File: src/rtl/simsamp_pkg.sv
package simsamp_pkg;

    localparam int unsigned NCH_DEF       = 8;
    localparam int unsigned RES_W_DEF     = 14;
    localparam int unsigned FIRST_LAT_DEF = 16;
    localparam int unsigned STEP_DEF      = 3;

    typedef enum logic [1:0] {
        SEQ_IDLE = 2'd0,
        SEQ_RUN  = 2'd1,
        SEQ_ZERO = 2'd2
    } seq_mode_e;

    typedef struct packed {
        logic rise;
        logic fall;
    } edge_t;

    // index of the lowest set bit, 0 when none is set
    function automatic int unsigned lowest_set(input logic [31:0] m);
        int unsigned idx;
        idx = 0;
        for (int i = 31; i >= 0; i--) begin
            if (m[i]) idx = i;
        end
        return idx;
    endfunction

endpackage

File: src/rtl/simsamp_edge.sv
module simsamp_edge #(
    parameter logic RST_VAL = 1'b1
) (
    input  logic                 clk,
    input  logic                 rst,
    input  logic                 sig,
    output simsamp_pkg::edge_t   edges
);
    logic prev_q;

    always_ff @(posedge clk) begin
        if (rst) prev_q <= RST_VAL;
        else     prev_q <= sig;
    end

    always_comb begin
        edges.rise = sig & ~prev_q;
        edges.fall = ~sig & prev_q;
    end
endmodule

File: src/rtl/simsamp_cfg.sv
module simsamp_cfg #(
    parameter int unsigned NCH = 8
) (
    input  logic           clk,
    input  logic           rst,
    input  logic           cs_n,
    input  logic           wr_n,
    input  logic [NCH-1:0] cfg_din,
    output logic [NCH-1:0] staged
);
    logic wr_prev_q;
    logic take;

    assign take = wr_n & ~wr_prev_q & ~cs_n;

    always_ff @(posedge clk) begin
        if (rst) begin
            wr_prev_q <= 1'b1;
            staged    <= '0;
        end else begin
            wr_prev_q <= wr_n;
            if (take) staged <= cfg_din;
        end
    end
endmodule

File: src/rtl/simsamp_core.sv
module simsamp_core
    import simsamp_pkg::*;
#(
    parameter int unsigned NCH       = 8,
    parameter int unsigned RES_W     = 14,
    parameter int unsigned FIRST_LAT = 16,
    parameter int unsigned STEP      = 3
) (
    input  logic               clk,
    input  logic               rst,
    input  edge_t              start_edges,
    input  logic               pwr_down,
    input  logic [NCH-1:0]     staged,
    input  logic [NCH*RES_W-1:0] chan_values,
    output logic [NCH-1:0]     run_mask,
    output logic [RES_W-1:0]   result,
    output logic               eoc_n,
    output logic               eolc_n
);
    localparam int unsigned CNT_W = $clog2(FIRST_LAT + 1);
    localparam int unsigned CH_W  = (NCH > 1) ? $clog2(NCH) : 1;
    localparam logic [CNT_W-1:0] FIRST_LOAD = CNT_W'(FIRST_LAT - 1);
    localparam logic [CNT_W-1:0] STEP_LOAD  = CNT_W'(STEP - 1);

    logic [RES_W-1:0] in_vals [NCH];
    logic [RES_W-1:0] hold_q  [NCH];
    seq_mode_e        mode_q;
    logic [CNT_W-1:0] wait_q;
    logic [NCH-1:0]   remain_q;
    logic [CH_W-1:0]  pick;
    logic [NCH-1:0]   remain_nxt;
    logic             go;

    for (genvar g = 0; g < NCH; g++) begin : g_unpack
        assign in_vals[g] = chan_values[g*RES_W +: RES_W];
    end

    assign go         = start_edges.rise & ~pwr_down & (mode_q != SEQ_RUN);
    assign pick       = CH_W'(lowest_set(32'(remain_q)));
    assign remain_nxt = remain_q & ~(NCH'(1) << pick);

    always_ff @(posedge clk) begin
        if (rst) begin
            mode_q   <= SEQ_IDLE;
            wait_q   <= '0;
            remain_q <= '0;
            run_mask <= '0;
            result   <= '0;
            eoc_n    <= 1'b1;
            eolc_n   <= 1'b1;
            for (int i = 0; i < NCH; i++) hold_q[i] <= '0;
        end else begin
            eoc_n <= 1'b1;
            if (go) begin
                run_mask <= staged;
                remain_q <= staged;
                for (int i = 0; i < NCH; i++) hold_q[i] <= in_vals[i];
                if (staged == '0) begin
                    mode_q <= SEQ_ZERO;
                    eolc_n <= 1'b0;
                end else begin
                    mode_q <= SEQ_RUN;
                    wait_q <= FIRST_LOAD;
                    eolc_n <= 1'b1;
                end
            end else begin
                case (mode_q)
                    SEQ_RUN: begin
                        if (wait_q == '0) begin
                            result   <= hold_q[pick];
                            eoc_n    <= 1'b0;
                            remain_q <= remain_nxt;
                            if (remain_nxt == '0) begin
                                mode_q <= SEQ_IDLE;
                                eolc_n <= 1'b0;
                            end else begin
                                wait_q <= STEP_LOAD;
                            end
                        end else begin
                            wait_q <= wait_q - 1'b1;
                        end
                    end
                    SEQ_ZERO: begin
                        mode_q <= SEQ_IDLE;
                        eolc_n <= 1'b1;
                    end
                    default: begin
                        if (start_edges.fall) eolc_n <= 1'b1;
                    end
                endcase
            end
        end
    end
endmodule

File: src/rtl/simsamp_rdport.sv
module simsamp_rdport #(
    parameter int unsigned RES_W = 14
) (
    input  logic             cs_n,
    input  logic             rd_n,
    input  logic [RES_W-1:0] result,
    output logic [RES_W-1:0] dout,
    output logic             dout_en
);
    always_comb begin
        dout_en = ~cs_n & ~rd_n;
        dout    = dout_en ? result : '0;
    end
endmodule

File: src/rtl/simsamp_seq.sv
module simsamp_seq (
    input  logic          clk,
    input  logic          rst,
    input  logic          cs_n,
    input  logic          wr_n,
    input  logic [7:0]    cfg_din,
    input  logic          cnvst,
    input  logic          pwr_down,
    input  logic          rd_n,
    input  logic [111:0]  chan_values,
    output logic          eoc_n,
    output logic          eolc_n,
    output logic [13:0]   dout,
    output logic          dout_en
);
    import simsamp_pkg::*;

    localparam int unsigned NCH   = NCH_DEF;
    localparam int unsigned RES_W = RES_W_DEF;

    edge_t            start_edges;
    logic [NCH-1:0]   staged_mask;
    logic [NCH-1:0]   run_mask;
    logic [RES_W-1:0] result;

    simsamp_edge #(.RST_VAL(1'b1)) u_cnv_edge (
        .clk   (clk),
        .rst   (rst),
        .sig   (cnvst),
        .edges (start_edges)
    );

    simsamp_cfg #(.NCH(NCH)) u_cfg (
        .clk     (clk),
        .rst     (rst),
        .cs_n    (cs_n),
        .wr_n    (wr_n),
        .cfg_din (cfg_din),
        .staged  (staged_mask)
    );

    simsamp_core #(
        .NCH       (NCH),
        .RES_W     (RES_W),
        .FIRST_LAT (FIRST_LAT_DEF),
        .STEP      (STEP_DEF)
    ) u_core (
        .clk         (clk),
        .rst         (rst),
        .start_edges (start_edges),
        .pwr_down    (pwr_down),
        .staged      (staged_mask),
        .chan_values (chan_values),
        .run_mask    (run_mask),
        .result      (result),
        .eoc_n       (eoc_n),
        .eolc_n      (eolc_n)
    );

    simsamp_rdport #(.RES_W(RES_W)) u_rd (
        .cs_n    (cs_n),
        .rd_n    (rd_n),
        .result  (result),
        .dout    (dout),
        .dout_en (dout_en)
    );
endmodule

File: config.mk
export PLATFORM = sky130hd
export DESIGN_NAME = simsamp_seq
export DESIGN_NICKNAME = d
export VERILOG_FILES = /design/src/rtl/simsamp_pkg.sv /design/src/rtl/simsamp_edge.sv /design/src/rtl/simsamp_cfg.sv /design/src/rtl/simsamp_core.sv /design/src/rtl/simsamp_rdport.sv /design/src/rtl/simsamp_seq.sv
export SDC_FILE = /design/constraint.sdc
export NUM_CORES = 1
export LEC_CHECK = 0
export BUFFER_PORTS_ARGS = -buffer_cell sky130_fd_sc_hd__buf_2
export CAP_MARGIN = 0
export CELL_PAD_IN_SITES_DETAIL_PLACEMENT = 2
export CELL_PAD_IN_SITES_GLOBAL_PLACEMENT = 2
export CORE_ASPECT_RATIO = 0.9
export CORE_MARGIN = 2
export CORE_UTILIZATION = 39
export DETAILED_ROUTE_END_ITERATION = 10
export GPL_ROUTABILITY_DRIVEN = 0
export GPL_TIMING_DRIVEN = 0
export PLACE_DENSITY = 0.95
export SLEW_MARGIN = 20
export SYNTH_ARGS = -nofsm -noshare
export SYNTH_HDL_FRONTEND = slang
export SYNTH_SLANG_ARGS = --single-unit
File: constraint.sdc
create_clock -name clk -period 11.1 [get_ports clk]
set_clock_uncertainty 0.2 [all_clocks]
set_input_delay 0.555 -clock clk [delete_from_list [all_inputs] [get_ports clk]]
set_output_delay 0.555 -clock clk [all_outputs]
set_load 0.1 [all_outputs]
==> reports/results.ini <==
[clocking]
cts_tree=yes
cts-buffers-inserted=17
insertion_delay_ns=0.44
postCtsSetupBuffers=0
ctsHtreeMaxLevel=4
cts_sinks=153
cts_resized=0
hold_buffers=0
cts_buffer_depth=2
clkTransAtPathRegs_ns=0.06
root_buffer=clkbuf_16

[power_and_ir_drop]
p_leak_nw=3.66
p_switching_mw=0.341
comb_power_share_pct=7.8
clkPwrFrac_pct=43.3
swShare_pct=25.6
p_per_area_nw_per_um2=154
power_mw=1.33
seqPwrFrac_pct=48.8
vdd_ir_drop_max_mv=0.117
p_int_mw=0.990

[logic_synthesis]
synth_seq_cells=153
synth-adder-area-share_pct=0.673
yosysTopAreaCellShare_pct=47.6
yosys_warnings=0
ys_types=59
synthCells=574
synth-compound-area-share_pct=13.5
yosysMostFrequentCell=edfxtp_1
synth_commonest_cells=edfxtp_1 (112), and3_1 (85), dfxtp_1 (41), a21oi_1 (35), clkbuf_1 (31)
synthMuxAreaShare_pct=5.44
syn_nets=704
syn_area_um2=7060
synth-simple-area-share_pct=17.0
synthXorXnorAreaFrac_pct=0
synth.avg_cell_area_um2=12.3
synthTopCellsByArea=edfxtp_1 (48%), dfxtp_1 (12%), and3_1 (7.5%)
async_flop_share_pct=0
seq_area_frac_synth_pct=59.3
synth_top_area_cell=edfxtp_1
ys.flop_type=edfxtp_1
synth_top_family_by_area=simple AND/OR/NAND/NOR gates
synth_edf_count=112

[floorplan]
rows=46
die_y_um=132
die_w_um=146
core_region_area_um2=17700
die_area_um2=19200
initial_utilization_pct=40.0
pin_count=144

[grt]
grt-ovfl-total=0
grt_max_degree=61
track_usage_pct=29.1
grt_pass1_wl_um=41000
antenna_found_initial=0
grt_pass1_vias=6463

[timing]
fmaxAchievable_ghz=0.325
min_period_ns=3.08
setup_tns_ns=0
min_period_over_period_pct=27.7
setup_viol=0
hold_violations=0
slew_headroom_pct=39.7
tightestPinTransition_ns=0.903
drv_slew=0
setup_ws_ns=8.02
rsz0062_at_grt=false

[route]
avgViaCountPerCell=5.91
vias=5844
firstDrtPassIters=5
drcViolationCount=0
routed_wl_um=27800
route.antenna.remaining_nets=0
drt-initial-drc-count=431
wire_per_inst_um=28.1

[worst_setup_path]
startpoint=cs_n
worst_setup_path_start_kind=input pin
path_max_fanout=10
slowest_delay_ns=0.47
crit_required_ns=10.35
reg2regPathDepth=6
worstPathCellList=buf_2, nor2_1, clkbuf_1, and2_1, buf_2
critical_path_class=input pin to output pin
r2r_slack_ns=8.10
r2r-start=u_core.mode_q[1]$_SDFFE_PP0P_
slowest_stage=clkbuf_1
cp_num_cells=5
r2r_end=u_core.hold_q[5][8]$_SDFFCE_PN0P_
endpoint=dout[5]
critPathBufInv=3
crit_family=buffers and inverters
path_common_cell=buf_2
arrival_ns=2.32
end_kind=output pin

[placement]
hpwl_um=19700
place_ws_ns=7.69
portBuffers=142

[hold_path]
hold_path_class=input pin to register

[flow_run]
max-cap-violations=0

[outcome]
status=finished, final reports clean

[layout]
drive_gt1_share_pct=32.3
finalNetCount=866
area_delta_synth_final_pct=22.8
antennaDiodeCount=0

-- layout make-up --
type / count / area, µm²
sequential: 153 / 4180
fill: 1778 / 9000
tap: 240 / 300
inverter: 12 / 45.0
buffer: 46 / 249
clock inverter: 15 / 141
timing repair buffer: 143 / 738
clock buffer: 17 / 425
multi-input combinational: 363 / 2590
-- worst register-to-register path: stages, from the launching register on --
cell and delay [ns]:
dfxtp_1 0.38, inv_1 0.08, ha_1 0.23, or4b_1 0.48, clkbuf_1 0.24, nand2_4 0.62
buf_16 0.36
-- per-layer routing --
| metal | up-vias | track usage (%) | wire (µm) | share of wire (%) |
|---|---|---|---|---|
| li1 | 2502 | - | - | - |
| met4 | 0 | 13.3 | 1160 | 4.2 |
| met5 | - | 0 | 0 | 0 |
| met1 | 3025 | 33.9 | 11000 | 39 |
| met3 | 66 | 6.46 | 1490 | 5.4 |
| met2 | 251 | 51.2 | 14200 | 51 |
-- cell usage in the layout (no fill, tap or decap), types with 3 or more instances in the layout --
cell,Yosys,final
mux2_2,27,27
clkinv_4,0,4
and3_1,85,85
a221o_2,8,8
o31ai_2,7,7
a22oi_1,6,6
inv_1,12,12
buf_6,5,5
inv_6,0,3
edfxtp_1,112,112
a21oi_1,35,35
clkbuf_1,31,31
o31ai_1,7,7
mux2i_1,8,8
clkbuf_16,0,17
dfxtp_1,41,41
and2_1,14,14
nor2_1,26,26
ha_1,3,3
a221o_1,19,19
buf_2,3,145
nor2b_1,29,29
buf_4,3,3
nor3_1,4,4
o21ai_0,13,13
nand2_1,25,24
nand3_1,4,4
-- sequential cells by signal, summed over array words and instances, names as in the netlist, 2 cells and up --
name,cells
u_cfg.staged,8
u_core.wait_q,5
u_core.result,14
u_core.remain_q,8
u_core.hold_q,112
u_core.mode_q,2
-- power groups by stage --
stage               Combinational [mW]  Sequential, mW  Clock [mW]
floorplan                       0.0485           0.659           0
global placement                0.0910           0.661           0
detailed placement               0.101           0.661           0
CTS                              0.104           0.650       0.581
global route                     0.110           0.652       0.603
finish                           0.104           0.650       0.577
-- stage by stage --
stage / hold WS (ns) / std cells / util [%] / instance area (µm²)
2_1_floorplan: 0.217 / 574 / - / 7060
3_3_place_gp: 0.230 / 956 / 45.7 / 8070
3_5_place_dp: 0.253 / 957 / 45.9 / 8110
4_1_cts: 0.106 / 989 / 49.1 / 8670
5_1_grt: 0.117 / 989 / 49.1 / 8670
6_report: 0.117 / 989 / 49.1 / 8670
-- how the worst min path moves through the flow --
stage | from | end | slack [ns] | cells past startpoint
3_5_place_dp | u_core.result[12]$_SDFFE_PP0P_ | u_core.result[12]$_SDFFE_PP0P_ | 0.25 | 2
3_3_place_gp | u_core.result[9]$_SDFFE_PP0P_ | u_core.result[9]$_SDFFE_PP0P_ | 0.23 | 2
6_report | wr_n | u_cfg.wr_prev_q$_SDFF_PP1_ | 0.12 | 2
2_1_floorplan | u_core.result[10]$_SDFFE_PP0P_ | u_core.result[10]$_SDFFE_PP0P_ | 0.22 | 2
4_1_cts | wr_n | u_cfg.wr_prev_q$_SDFF_PP1_ | 0.11 | 2
5_1_grt | wr_n | u_cfg.wr_prev_q$_SDFF_PP1_ | 0.12 | 2
-- cells by family (layout without fill, tap and decap cells) --
logic type | Yosys count | in the layout
AND/OR/NAND/NOR | 206 | 206
adder cells (fa/ha/maj) | 4 | 4
flip-flops | 153 | 153
buffers and inverters | 58 | 233
multiplexers | 35 | 35
AO/OA/AOI/OAI | 118 | 118
Power figures use the tool's default switching activity.
